===== src/rtl/sbm_pkg.sv =====
package sbm_pkg;

   typedef enum logic [1:0] {
      REG_CTRL   = 2'd0,
      REG_STAT   = 2'd1,
      REG_B1CNT  = 2'd2,
      REG_REICNT = 2'd3
   } sbm_reg_e;

   localparam int STAT_PAR_BIT  = 3;
   localparam int STAT_REI_BIT  = 5;
   localparam int CTL_PAR_MODE  = 0;
   localparam int CTL_REI_MODE  = 2;
   localparam logic [7:0] CTL_RW_MASK = 8'h7F;

   function automatic logic [7:0] popcnt8(input logic [7:0] v);
      logic [7:0] n;
      n = '0;
      for (int i = 0; i < 8; i++) n = n + {7'd0, v[i]};
      return n;
   endfunction

endpackage


===== src/rtl/sbm_pos_track.sv =====
module sbm_pos_track #(
   parameter int FRAME_BYTES = 2430,
   parameter int M1_POS      = 2168,
   parameter int POS_W       = 12
) (
   input  logic             clk,
   input  logic             rst_n,
   input  logic             byte_en,
   input  logic             sof,
   input  logic             lof,
   output logic [POS_W-1:0] pos_reg,
   output logic             acc_en,
   output logic             is_first,
   output logic             is_last,
   output logic             is_m1,
   output logic             restart
);

   logic             synced_q;
   logic [POS_W-1:0] pos_q;
   logic [POS_W-1:0] idx;

   assign acc_en   = byte_en && !lof && (sof || synced_q);
   assign idx      = sof ? '0 : pos_q;
   assign is_first = acc_en && (idx == '0);
   assign is_last  = acc_en && (idx == POS_W'(FRAME_BYTES - 1));
   assign is_m1    = acc_en && (idx == POS_W'(M1_POS));
   assign restart  = acc_en && sof && synced_q && (pos_q != '0);
   assign pos_reg  = pos_q;

   always_ff @(posedge clk or negedge rst_n) begin
      if (!rst_n) begin
         synced_q <= 1'b0;
         pos_q    <= '0;
      end else if (lof) begin
         synced_q <= 1'b0;
         pos_q    <= '0;
      end else if (acc_en) begin
         synced_q <= 1'b1;
         pos_q    <= is_last ? '0 : idx + POS_W'(1);
      end
   end

endmodule


===== src/rtl/sbm_parity.sv =====
module sbm_parity (
   input  logic       clk,
   input  logic       rst_n,
   input  logic       lof,
   input  logic       en,
   input  logic       first,
   input  logic       last,
   input  logic       restart,
   input  logic [7:0] din,
   output logic       cmp_en,
   output logic [7:0] mis_mask,
   output logic       prev_ok
);

   logic [7:0] acc_q;
   logic [7:0] prev_q;
   logic       prev_ok_q;
   logic [7:0] run_par;

   assign run_par  = (first ? 8'h00 : acc_q) ^ din;
   assign cmp_en   = en && first && prev_ok_q && !restart;
   assign mis_mask = prev_q ^ din;
   assign prev_ok  = prev_ok_q;

   always_ff @(posedge clk or negedge rst_n) begin
      if (!rst_n) begin
         acc_q     <= '0;
         prev_q    <= '0;
         prev_ok_q <= 1'b0;
      end else if (lof) begin
         prev_ok_q <= 1'b0;
      end else if (en) begin
         acc_q <= run_par;
         if (last) begin
            prev_q    <= run_par;
            prev_ok_q <= 1'b1;
         end else if (restart) begin
            prev_ok_q <= 1'b0;
         end
      end
   end

endmodule


===== src/rtl/sbm_err_cnt.sv =====
module sbm_err_cnt #(
   parameter int W        = 16,
   parameter bit SATURATE = 1'b1
) (
   input  logic         clk,
   input  logic         rst_n,
   input  logic         ev,
   input  logic [7:0]   amount,
   input  logic         per_frame,
   input  logic         clr,
   output logic [W-1:0] cnt
);

   localparam int SW = W + 1;

   logic [7:0]   inc_amt;
   logic [W-1:0] base;
   logic [W:0]   sum;
   logic [W-1:0] nxt;
   logic [W-1:0] cnt_q;

   assign inc_amt = !ev ? 8'd0 : (per_frame ? {7'd0, amount != 8'd0} : amount);
   assign base    = clr ? '0 : cnt_q;
   assign sum     = {1'b0, base} + SW'(inc_amt);

   generate
      if (SATURATE) begin : g_sat
         assign nxt = sum[W] ? '1 : sum[W-1:0];
      end else begin : g_wrap
         assign nxt = sum[W-1:0];
      end
   endgenerate

   always_ff @(posedge clk or negedge rst_n) begin
      if (!rst_n) cnt_q <= '0;
      else if (ev || clr) cnt_q <= nxt;
   end

   assign cnt = cnt_q;

endmodule


===== src/rtl/sect_bip_mon.sv =====
module sect_bip_mon #(
   parameter int ROWS    = 9,
   parameter int COLS    = 270,
   parameter int M1_COL  = 8,
   parameter int CNT_W   = 16,
   parameter int REI_MAX = 24
) (
   input  logic             clk,
   input  logic             rst_n,
   input  logic             byte_en,
   input  logic             sof,
   input  logic             lof,
   input  logic [7:0]       din,
   input  logic             reg_wr,
   input  logic             reg_rd,
   input  logic [1:0]       reg_addr,
   input  logic [7:0]       reg_wdata,
   output logic [CNT_W-1:0] reg_rdata,
   output logic             irq_n
);
   import sbm_pkg::*;

   localparam int FRAME_BYTES = ROWS * COLS;
   localparam int POS_W       = $clog2(FRAME_BYTES);
   localparam int M1_POS      = (ROWS - 1) * COLS + M1_COL;

   generate
      if (FRAME_BYTES < 2) begin : g_bad_frame
         $error("frame must hold at least two bytes");
      end
      if (M1_COL < 1 || M1_COL >= COLS) begin : g_bad_m1
         $error("M1_COL must lie in the last row, after column 0");
      end
      if (CNT_W < 8) begin : g_bad_cnt
         $error("CNT_W must be at least 8");
      end
      if (REI_MAX < 1 || REI_MAX > 255) begin : g_bad_rei
         $error("REI_MAX must be 1..255");
      end
   endgenerate

   logic [POS_W-1:0] pos_reg;
   logic             acc_en, is_first, is_last, is_m1, restart;
   logic             cmp_en, prev_ok;
   logic [7:0]       mis_mask;
   logic [7:0]       ctrl_q;
   logic [7:0]       stat_q;
   logic [7:0]       stat_set;
   logic [7:0]       rei_val;
   logic             b1_err, rei_err;
   logic             rd_stat, rd_b1, rd_rei;
   logic [CNT_W-1:0] b1_cnt, rei_cnt;
   logic [CNT_W-1:0] rdata_q;

   sbm_pos_track #(
      .FRAME_BYTES(FRAME_BYTES), .M1_POS(M1_POS), .POS_W(POS_W)
   ) u_pos (
      .clk(clk), .rst_n(rst_n), .byte_en(byte_en), .sof(sof), .lof(lof),
      .pos_reg(pos_reg), .acc_en(acc_en), .is_first(is_first),
      .is_last(is_last), .is_m1(is_m1), .restart(restart)
   );

   sbm_parity u_par (
      .clk(clk), .rst_n(rst_n), .lof(lof), .en(acc_en), .first(is_first),
      .last(is_last), .restart(restart), .din(din), .cmp_en(cmp_en),
      .mis_mask(mis_mask), .prev_ok(prev_ok)
   );

   assign rei_val = (din <= 8'(REI_MAX)) ? din : 8'd0;
   assign b1_err  = cmp_en && (mis_mask != 8'd0);
   assign rei_err = is_m1 && (rei_val != 8'd0);

   assign rd_stat = reg_rd && (sbm_reg_e'(reg_addr) == REG_STAT);
   assign rd_b1   = reg_rd && (sbm_reg_e'(reg_addr) == REG_B1CNT);
   assign rd_rei  = reg_rd && (sbm_reg_e'(reg_addr) == REG_REICNT);

   sbm_err_cnt #(.W(CNT_W), .SATURATE(1'b1)) u_b1_cnt (
      .clk(clk), .rst_n(rst_n), .ev(cmp_en), .amount(popcnt8(mis_mask)),
      .per_frame(ctrl_q[CTL_PAR_MODE]), .clr(rd_b1), .cnt(b1_cnt)
   );

   sbm_err_cnt #(.W(CNT_W), .SATURATE(1'b1)) u_rei_cnt (
      .clk(clk), .rst_n(rst_n), .ev(is_m1), .amount(rei_val),
      .per_frame(ctrl_q[CTL_REI_MODE]), .clr(rd_rei), .cnt(rei_cnt)
   );

   always_comb begin
      stat_set = 8'd0;
      stat_set[STAT_PAR_BIT] = b1_err;
      stat_set[STAT_REI_BIT] = rei_err;
   end

   always_ff @(posedge clk or negedge rst_n) begin
      if (!rst_n) begin
         ctrl_q  <= '0;
         stat_q  <= '0;
         rdata_q <= '0;
      end else begin
         if (reg_wr && sbm_reg_e'(reg_addr) == REG_CTRL)
            ctrl_q <= reg_wdata & CTL_RW_MASK;
         stat_q <= (rd_stat ? 8'd0 : stat_q) | stat_set;
         if (reg_rd) begin
            unique case (sbm_reg_e'(reg_addr))
               REG_CTRL:   rdata_q <= CNT_W'(ctrl_q);
               REG_STAT:   rdata_q <= CNT_W'(stat_q);
               REG_B1CNT:  rdata_q <= b1_cnt;
               REG_REICNT: rdata_q <= rei_cnt;
               default:    rdata_q <= '0;
            endcase
         end
      end
   end

   assign reg_rdata = rdata_q;
   assign irq_n     = (stat_q == 8'd0);

endmodule


===== config.mk =====
export PLATFORM = sky130hd
export DESIGN_NAME = sect_bip_mon
export DESIGN_NICKNAME = d
export VERILOG_FILES = /design/src/rtl/sbm_pkg.sv /design/src/rtl/sbm_pos_track.sv /design/src/rtl/sbm_parity.sv /design/src/rtl/sbm_err_cnt.sv /design/src/rtl/sect_bip_mon.sv
export SDC_FILE = /design/constraint.sdc
export NUM_CORES = 1
export LEC_CHECK = 0
export ABC_CLOCK_PERIOD_IN_PS = 5900
export BUFFER_PORTS_ARGS = -buffer_cell sky130_fd_sc_hd__buf_4
export CAP_MARGIN = 0
export CORE_UTILIZATION = 60
export CTS_CLUSTER_DIAMETER = 30
export DETAILED_ROUTE_END_ITERATION = 7
export PLACE_DENSITY_LB_ADDON = 0.25
export SYNTH_ARGS = -nofsm -noshare
export SYNTH_HDL_FRONTEND = slang
export SYNTH_SLANG_ARGS = --single-unit

===== constraint.sdc =====
create_clock -name clk -period 5.9 [get_ports clk]
set_input_delay 0.295 -clock clk [delete_from_list [all_inputs] [get_ports clk]]
set_output_delay 0.295 -clock clk [all_outputs]
set_load 0.02 [all_outputs]

* Yosys cells after proc, flatten, opt, wreduce, memory -nomap -nowiden
Cells that the tools add are included.
Storage, ports and cells: bits in registers 93, input port bits 25, output and inout bits 17, logic and storage cells 86
Cells by class: add/subtract/negate cells 10, $lt $le $gt $ge 1, equal/unequal tests 5, muxes and demuxes 22, bitwise gates (word level) 4, reduce and logical (&&, ||, !) cells 34
Operators with widths (number):
- $mux 16 | 4
- $pmux 16 s4 | 1
- $mux 8 | 7
- $mux 12 | 4
- $add 16x8->17 | 2
- $eq 12x12->1 const B | 2
- $reduce_bool 8->1 | 3
- $logic_and 1x1->1 | 17
- $xor 8x8->8 | 2
- $add 12x1->12 const B | 1
- $logic_not 12->1 | 1
- $reduce_bool 12->1 | 1
- $add 7x1->8 | 1
- $le 8x5->1 const B | 1
- $logic_not 8->1 | 1
- $or 8x6->8 | 1
- $add 6x1->7 | 1
- $add 5x1->6 | 1
- $mux 1 | 6
- $add 4x1->5 | 1
- $add 3x1->4 | 1
- $eq 2x2->1 const B | 2
- $reduce_and 2->1 | 2
- $add 2x1->3 | 1
- other kinds (9) | 12

* Longest topological paths before layout
Gate-level depths: netlist of the first run.
depth after elaboration 13, mapped depth 24, depth with buffers taken out 22

* Cells and area by module
A second synthesis of the first run with hierarchy kept.
Unflattened totals: cells, all modules 615, area total of the unflattened synthesis 5809.3 um^2
By module, submodules not included:
- sect_bip_mon | times used 1, cells an instance 139, area each 1488.9 um^2, sequential area each 625.6 um^2
- sbm_err_cnt at u_b1_cnt | times used 1, cells an instance 137, area each 1243.7 um^2, sequential area each 400.4 um^2
- sbm_err_cnt at u_rei_cnt | times used 1, cells an instance 137, area each 1228.7 um^2, sequential area each 400.4 um^2
- sbm_pos_track | times used 1, cells an instance 109, area each 928.4 um^2, sequential area each 325.3 um^2
- sbm_parity | times used 1, cells an instance 93, area each 919.6 um^2, sequential area each 425.4 um^2

* Worst setup path after synthesis of the first run
No wires, ideal clock.
path type input port to flip-flop, from in din[1], to reg u_b1_cnt.cnt_q[5] (netlist: u_b1_cnt.cnt[5]), setup time 0.137 ns, arrival time 4.740 ns, data required time 5.763 ns, path slack 1.024 ns, cell stages on the path 23, buffers on the path 2, cells stage by stage clkbuf_1 xnor2_1 fa_1 inv_1 fa_1 inv_1 fa_1 inv_1 ha_1 fa_1 o21ai_0 nand2b_1 a21oi_1 nor2_1 ha_1 fa_1 nand3_1 and2_1 or3_1 buf_2 nand2_1 a21oi_1 nor3_1
On the way: word-level cells in the longest chain between the ends 13
Ends and longest elaborated chain:
- start: declaration | line sect_bip_mon.sv:13 | input logic [7:0] din,
- $xor 8x8->8 * | line sbm_parity.sv:22 | assign mis_mask = prev_q ^ din;
- $add 1x1->2 * | line sbm_pkg.sv:19 | for (int i = 0; i < 8; i++) n = n + {7'd0, v[i]};
- $add 2x1->3 * | line sbm_pkg.sv:19
- $add 3x1->4 * | line sbm_pkg.sv:19
- $add 4x1->5 * | line sbm_pkg.sv:19
- $add 5x1->6 * | line sbm_pkg.sv:19
- $add 6x1->7 * | line sbm_pkg.sv:19
- $add 7x1->8 * | line sbm_pkg.sv:19
- $reduce_bool 8->1 | line sbm_err_cnt.sv:22 | assign inc_amt = !ev ? 8'd0 : (per_frame ? {7'd0, amount != 8'd0} : amount);
- $mux 8 * (2 in a row) | line sbm_err_cnt.sv:22
- $add 16x8->17 * | line sbm_err_cnt.sv:24 | assign sum = {1'b0, base} + SW'(inc_amt);
- $mux 16 * | line sbm_err_cnt.sv:28 | assign nxt = sum[W] ? '1 : sum[W-1:0];
- end signal: assignment | line sbm_err_cnt.sv:36 | else if (ev || clr) cnt_q <= nxt;
- end: declaration | line sbm_err_cnt.sv:20 | logic [W-1:0] cnt_q;
Mark *: on every way between the ends. The rest lies on a longest branch, timed or not. A chain may end at the register's enable or synchronous reset.

* Final worst setup path of the first run
from reg u_par.prev_q[0], to reg u_b1_cnt.cnt_q[5] (netlist: u_b1_cnt.cnt[5])
On the way: word-level cells in the longest chain between the ends 13
Ends and longest elaborated chain:
- start: declaration | line sbm_parity.sv:16 | logic [7:0] prev_q;
- start signal: assignment | line sbm_parity.sv:35 | prev_q <= run_par;
- $xor 8x8->8 * | line sbm_parity.sv:22
- $add 1x1->2 * | line sbm_pkg.sv:19
- $add 2x1->3 * | line sbm_pkg.sv:19
- $add 3x1->4 * | line sbm_pkg.sv:19
- $add 4x1->5 * | line sbm_pkg.sv:19
- $add 5x1->6 * | line sbm_pkg.sv:19
- $add 6x1->7 * | line sbm_pkg.sv:19
- $add 7x1->8 * | line sbm_pkg.sv:19
- $reduce_bool 8->1 | line sbm_err_cnt.sv:22
- $mux 8 * (2 in a row) | line sbm_err_cnt.sv:22
- $add 16x8->17 * | line sbm_err_cnt.sv:24
- $mux 16 * | line sbm_err_cnt.sv:28
Marks and branches as above.

==> flow_summary.toml, run 1 <==
[power]
leakagePower_nw = 2.60
ir_drop_mv = 0.133
pwr_density_cell_nw_per_um2 = 250

[clock_tree]
postCtsResizedCells = 0
cts_buffers = 9
cts.sinks = 87
cts_max_level = 3
cts_tree = "built"
clock_latency_ns = 0.37
cts_max_path_buffers = 2
cts_hold_buf = 0
path_clk_slew_ns = 0.10
clock-root-buffer = "clkbuf_8"
post_cts_buffers = 0

[synthesis]
synth_top_area_share_pct = 39.4
ys_warn_count = 0
synth_seq_area_share_pct = 39.4
synth_top_area_cell = "dfrtp_1"
ys_seq_elements = 87
yosys-top-cells-area = "dfrtp_1 39%, ha_1 4.3%, nand2_1 4.1%, a21oi_1 3.0%, nor2_1 3.0%"
synth_commonest_cells = "87 x dfrtp_1, 60 x nand2_1, 44 x nor2_1, 33 x a21oi_1, 32 x o21ai_0"
synth_ff_type = "dfrtp_1"
syn_inst = 604
yosysMostFrequentCell = "dfrtp_1"
synth_edf_count = 0
synth.avg_cell_area_um2 = 9.15
ys_types = 67
async_reset_ff_share_pct = 100
syn_area_um2 = 5530

[sta]
rsz0062_at_grt = "no"
fin_crit_ns = 5.21
clock.fmax_ghz = 0.192
max_slew_margin_pct = 21.2
fin_crit_sh_pct = 88.3
worst_pin_slew_ns = 1.18
hold_viol = 0
finalMaxSlewViolations = 0
finClkSkew_ns = 0.0103
finalSetupTns_ns = 0
finalSetupViolCount = 0
fin_hold_ws_ns = 0.132

[drt]
vias_per_cell = 6.30
wl_per_cell_um = 17.4
drt_iter0_drc = 290
drtAntennaViolNets = 0
via_count = 4679
drc = 5
wl_mm = 12.9
first_pass_iters = 7

[worst_setup_path]
critPathMaxFanout = 9
critPathArrivalTime_ns = 5.43
cpMaxStageDelayCell = "fa_1"
end_kind = "register"
cpPeakStageDelay_ns = 0.55
crit_chain = "xnor2_1, fa_1, inv_1, fa_1, inv_1, fa_1, inv_1, ha_1, fa_1, o21ai_0, nand2b_1, a21oi_1, nor2_1, ha_1, fa_1, nand3_1, and2_1, or3_1, nand2_1, a21oi_1, nor3_1"
crit_type = "register to register"
startpoint_type = "register"
crit_top_cell = "fa_1"
cp.required_ns = 6.12

[global_route]
grt_overflow = 0
grt_max_degree = 88
grt_pass1_vias = 4561
grt_pass1_wl_mm = 22.3
antenna_found_initial = 0
grt_usage_pct = 29.0

[layout]
multiInputGateArea_um2 = 3140
final_cells = 743
nNetsFinal = 680
synthToLayoutAreaGrowth_pct = 9.42
drive_gt1_share_pct = 13.2
postLayoutCoreUtil_pct = 68.7
antenna_cells = 0
fillCellCount = 732
area.sequential_um2 = 2180

[place]
place.gp.congestion = 0.883
placedCellCount = 727
hpwl_mm = 9.23
io_buffers = 40

[floorplan]
fp.dieW_um = 98.0
rows = 34
dieHeight_um = 98.0
dieArea_um2 = 9600
pin_count = 42
start_util_pct = 62.7
core_area_um2 = 8810

[worst_hold_path]
hold_path_class = "input pin to async pin"

[run_status]
violations = "design-rule violations"
status = "complete, but fails checks"

[flow_run]
cap_violations = 0
==> stage by stage <==
step	worst slack, ns	power, mW	instance area [um^2]
global placement	0.788	1.06	5850
finish	0.689	1.51	6050
detailed placement	0.677	1.08	5850
global route	0.374	1.59	6050
CTS	0.699	1.51	6050
floorplan	1.02	0.970	5530
==> cell usage in the layout (no fill, tap or decap), drive strengths merged, types with 4 or more instances in the layout <==
| master | Yosys | layout |
|---|---|---|
| dfrtp | 87 | 87 |
| nand2 | 60 | 60 |
| nor2 | 44 | 44 |
| buf | 6 | 41 |
| o21ai | 34 | 34 |
| a21oi | 33 | 33 |
| inv | 25 | 27 |
| nor3 | 25 | 25 |
| nand3 | 23 | 23 |
| ha | 19 | 19 |
| and2 | 19 | 19 |
| xor2 | 15 | 15 |
| nor2b | 14 | 14 |
| xnor2 | 13 | 13 |
| mux2 | 12 | 12 |
| a31oi | 11 | 11 |
| mux2i | 10 | 10 |
| o22ai | 10 | 10 |
| clkbuf | 22 | 10 |
| a311oi | 9 | 9 |
| nand4 | 9 | 9 |
| nand3b | 7 | 7 |
| a211oi | 7 | 7 |
| and4 | 6 | 6 |
| nand2b | 6 | 6 |
| o22a | 6 | 6 |
| fa | 6 | 6 |
| nor4b | 5 | 5 |
| nor3b | 5 | 5 |
| a22oi | 5 | 5 |
| or4 | 5 | 5 |
| nor4 | 5 | 5 |
| or2 | 4 | 4 |
==> worst max-delay path, delay by kind of cell, from the launching register on <==
| family | cells | cell delay (ns) |
|---|---|---|
| AO/OA/AOI/OAI | 3 | 0.50 |
| XOR/XNOR | 1 | 0.17 |
| adder cells (fa/ha/maj) | 7 | 2.89 |
| buffers and inverters | 3 | 0.15 |
| flip-flops | 1 | 0.39 |
| AND/OR/NAND/NOR | 7 | 0.96 |
==> logic make-up after synthesis <==
logic type / after synthesis / synth area share (%)
XOR/XNOR: 28 / 4.44
other: 1 / 0.0679
adder cells (fa/ha/maj): 25 / 6.48
multiplexers: 24 / 5.07
flip-flops: 87 / 39.4
AND/OR/NAND/NOR: 250 / 24.6
AO/OA/AOI/OAI: 136 / 16.0
buffers and inverters: 53 / 3.99
==> final timing paths <==
kind	start	to	slack, ns	depth (start not counted)
hold reg to reg	u_par.prev_q[0]$_DFFE_PN0P_	u_par.prev_q[0]$_DFFE_PN0P_	0.50	2
setup reg to reg	u_par.prev_q[0]$_DFFE_PN0P_	u_b1_cnt.cnt[5]$_DFFE_PN0P_	0.69	21
max in group asynchronous	rst_n	u_par.prev_q[5]$_DFFE_PN0P_	5.09	1
hold / removal	rst_n	reg_rdata[6]$_DFFE_PN0P_	0.13	1
min in group clk	reg_wdata[3]	ctrl_q[3]$_DFFE_PN0P_	0.15	2
setup / recovery	u_par.prev_q[0]$_DFFE_PN0P_	u_b1_cnt.cnt[5]$_DFFE_PN0P_	0.69	21
==> layer usage <==
metal	routed length [um]	track usage [%]	up-vias	part of all wire [%]
met1	5810	39.6	2290	45
li1	-	-	2237	-
met4	230	8.97	0	1.8
met2	6260	48.0	134	48
met5	0	0	-	0
met3	639	3.94	18	4.9
==> final cells by class <==
cell class              instances  area share [%]
clock buffers                  10            2.11
clock inverters                 6            1.14
inverters                      25            1.55
multi-input cells             466            51.9
flip-flops and latches         87            36.0
well taps                     108            2.24
repair buffers                 41            5.09
==> report_power, final <==
group          total [mW]  leakage [nW]  internal [mW]  switching (mW)
Sequential          0.699          1.14          0.650          0.0490
Combinational       0.375          1.37          0.168           0.207
Clock               0.435        0.0973          0.199           0.236
Total                1.51          2.60           1.02           0.491
Note: power is estimated with default switching activity, not from simulation.
==> inputs of run 2 (changes only) <==
--- a/config.mk
+++ b/config.mk
@@ -8,10 +8,11 @@
 export ABC_CLOCK_PERIOD_IN_PS = 5900
 export BUFFER_PORTS_ARGS = -buffer_cell sky130_fd_sc_hd__buf_4
 export CAP_MARGIN = 0
-export CORE_UTILIZATION = 60
+export CORE_UTILIZATION = 32
 export CTS_CLUSTER_DIAMETER = 30
 export DETAILED_ROUTE_END_ITERATION = 7
 export PLACE_DENSITY_LB_ADDON = 0.25
 export SYNTH_ARGS = -nofsm -noshare
 export SYNTH_HDL_FRONTEND = slang
 export SYNTH_SLANG_ARGS = --single-unit
+export TNS_END_PERCENT = 100
==> flow_summary.toml, run 2 (synthesized netlist as in run 1, its figures left out) <==
[sta]
hold_viol = 0
fin_crit_ns = 5.25
max_slew_margin_pct = 36.5
clock.fmax_ghz = 0.190
finalMaxSlewViolations = 0
finalSetupTns_ns = 0
fin_crit_sh_pct = 89.0
finalSetupViolCount = 0
rsz0062_at_grt = "no"
fin_hold_ws_ns = 0.166
finClkSkew_ns = 0.00900
worst_pin_slew_ns = 0.948

[clock_tree]
postCtsResizedCells = 0
cts_max_level = 3
clock-root-buffer = "clkbuf_16"
clock_latency_ns = 0.36
cts_buffers = 9
path_clk_slew_ns = 0.07
cts_tree = "built"
cts.sinks = 87
cts_max_path_buffers = 2

[worst_hold_path]
hold_path_class = "input pin to register"
hold_path_end = "ctrl_q[3]$_DFFE_PN0P_"
min_from = "reg_wdata[3]"
holdPathStages = 2

[drt]
wl_mm = 13.9
drt_iter0_drc = 375
wl_per_cell_um = 16.3
drtAntennaViolNets = 0
drc = 0
first_pass_iters = 5
via_count = 4633
vias_per_cell = 5.40

[floorplan]
core_area_um2 = 16700
start_util_pct = 33.1
fp.dieW_um = 133
pin_count = 42
dieArea_um2 = 17800
rows = 47
dieHeight_um = 133

[place]
io_buffers = 40
place.gp.congestion = 0.822
hpwl_mm = 10.2

[power]
pwr_density_cell_nw_per_um2 = 271
ir_drop_mv = 0.154
leakagePower_nw = 2.68

[layout]
layout_commonest_cell = "dfrtp_1"
drive_gt1_share_pct = 13.6
synthToLayoutAreaGrowth_pct = 14.8
antenna_cells = 0
multiInputGateArea_um2 = 3140
final_cell_mix = "87 x dfrtp_1, 60 x nand2_1, 44 x nor2_1, 43 x buf_4, 33 x a21oi_1"
fillCellCount = 1712
area.sequential_um2 = 2180
nNetsFinal = 683

[global_route]
grt_max_degree = 59
grt_pass1_wl_mm = 22.9
grt_pass1_vias = 4540
grt_usage_pct = 16.4
grt_overflow = 0
antenna_found_initial = 0

[worst_setup_path]
timing.rr.end = "u_b1_cnt.cnt[5]$_DFFE_PN0P_"
cp.required_ns = 6.11
crit_type = "register to register"
critPathMaxFanout = 9
startpoint_type = "register"
worstRegToRegCells = 21
r2r_slack_ns = 0.65
r2r-start = "u_par.prev_q[0]$_DFFE_PN0P_"
critPathArrivalTime_ns = 5.46
end_kind = "register"

[run_status]
status = "complete, no violations"

[flow_run]
cap_violations = 0
==> run 2: how the worst max path moves through the flow <==
stage                           startpoint                           to  slack, ns
2_1_floorplan                       din[1]  u_b1_cnt.cnt[5]$_DFFE_PN0P_       1.02
3_3_place_gp                        din[0]  u_b1_cnt.cnt[5]$_DFFE_PN0P_       0.73
3_5_place_dp                        din[0]  u_b1_cnt.cnt[5]$_DFFE_PN0P_       0.60
4_1_cts        u_par.prev_q[0]$_DFFE_PN0P_  u_b1_cnt.cnt[5]$_DFFE_PN0P_       0.66
5_1_grt        u_par.prev_q[0]$_DFFE_PN0P_  u_b1_cnt.cnt[5]$_DFFE_PN0P_       0.35
6_report       u_par.prev_q[0]$_DFFE_PN0P_  u_b1_cnt.cnt[5]$_DFFE_PN0P_       0.65
==> run 2: worst max-delay path, stage by stage (launching register included) <==
cell	delay, ns
dfrtp_1	0.39
xnor2_1	0.18
fa_1	0.56
inv_1	0.06
fa_1	0.52
inv_1	0.05
fa_1	0.53
inv_1	0.04
ha_1	0.22
fa_1	0.43
o21ai_0	0.18
nand2b_1	0.07
a21oi_1	0.14
nor2_1	0.06
ha_1	0.23
fa_1	0.41
nand3_1	0.12
and2_1	0.22
or3_1	0.37
nand2_1	0.09
a21oi_1	0.16
nor3_1	0.06
==> run 2: final cells by class <==
type                       instances  share of cell area [%]
sequential                        87                    34.3
timing repair buffer              44                    5.25
tap                              220                    4.34
clock buffer                       9                    3.55
inverter                          25                    1.48
multi-input combinational        466                    49.4
clock inverter                     7                    1.66
==> run 2: layer usage <==
layer / share of wire, % / global-route usage (%)
met5: 0 / 0
met4: 2.0 / 6.00
met3: 4.7 / 3.31
met2: 46 / 26.5
met1: 48 / 21.7
==> run 2: power breakdown <==
group	internal (mW)	switching, mW
registers	0.651	0.0490
logic	0.170	0.212
clock network	0.377	0.263
==> run 2: timing repair <==
| item | 4_1_cts | 5_1_grt |
|---|---|---|
| endpoints found under the hold margin | 29 | 0 |
| hold buffers | 1 | 0 |
| setup buffers | 0 | 0 |
==> run 2: per-stage QoR <==
| stage | total power, mW | worst slack (ns) | area, um^2 | cells | utilization (%) |
|---|---|---|---|---|---|
| 6_report | 1.72 | 0.649 | 6340 | 858 | 38.0 |
| 5_1_grt | 1.81 | 0.347 | 6340 | 858 | 38.0 |
| 4_1_cts | 1.74 | 0.658 | 6340 | 858 | 38.0 |
| 3_5_place_dp | 1.09 | 0.600 | 6000 | 841 | 36.0 |
| 3_3_place_gp | 1.08 | 0.734 | 6000 | 841 | 36.0 |
| 2_1_floorplan | 0.970 | 1.02 | 5530 | 606 | - |
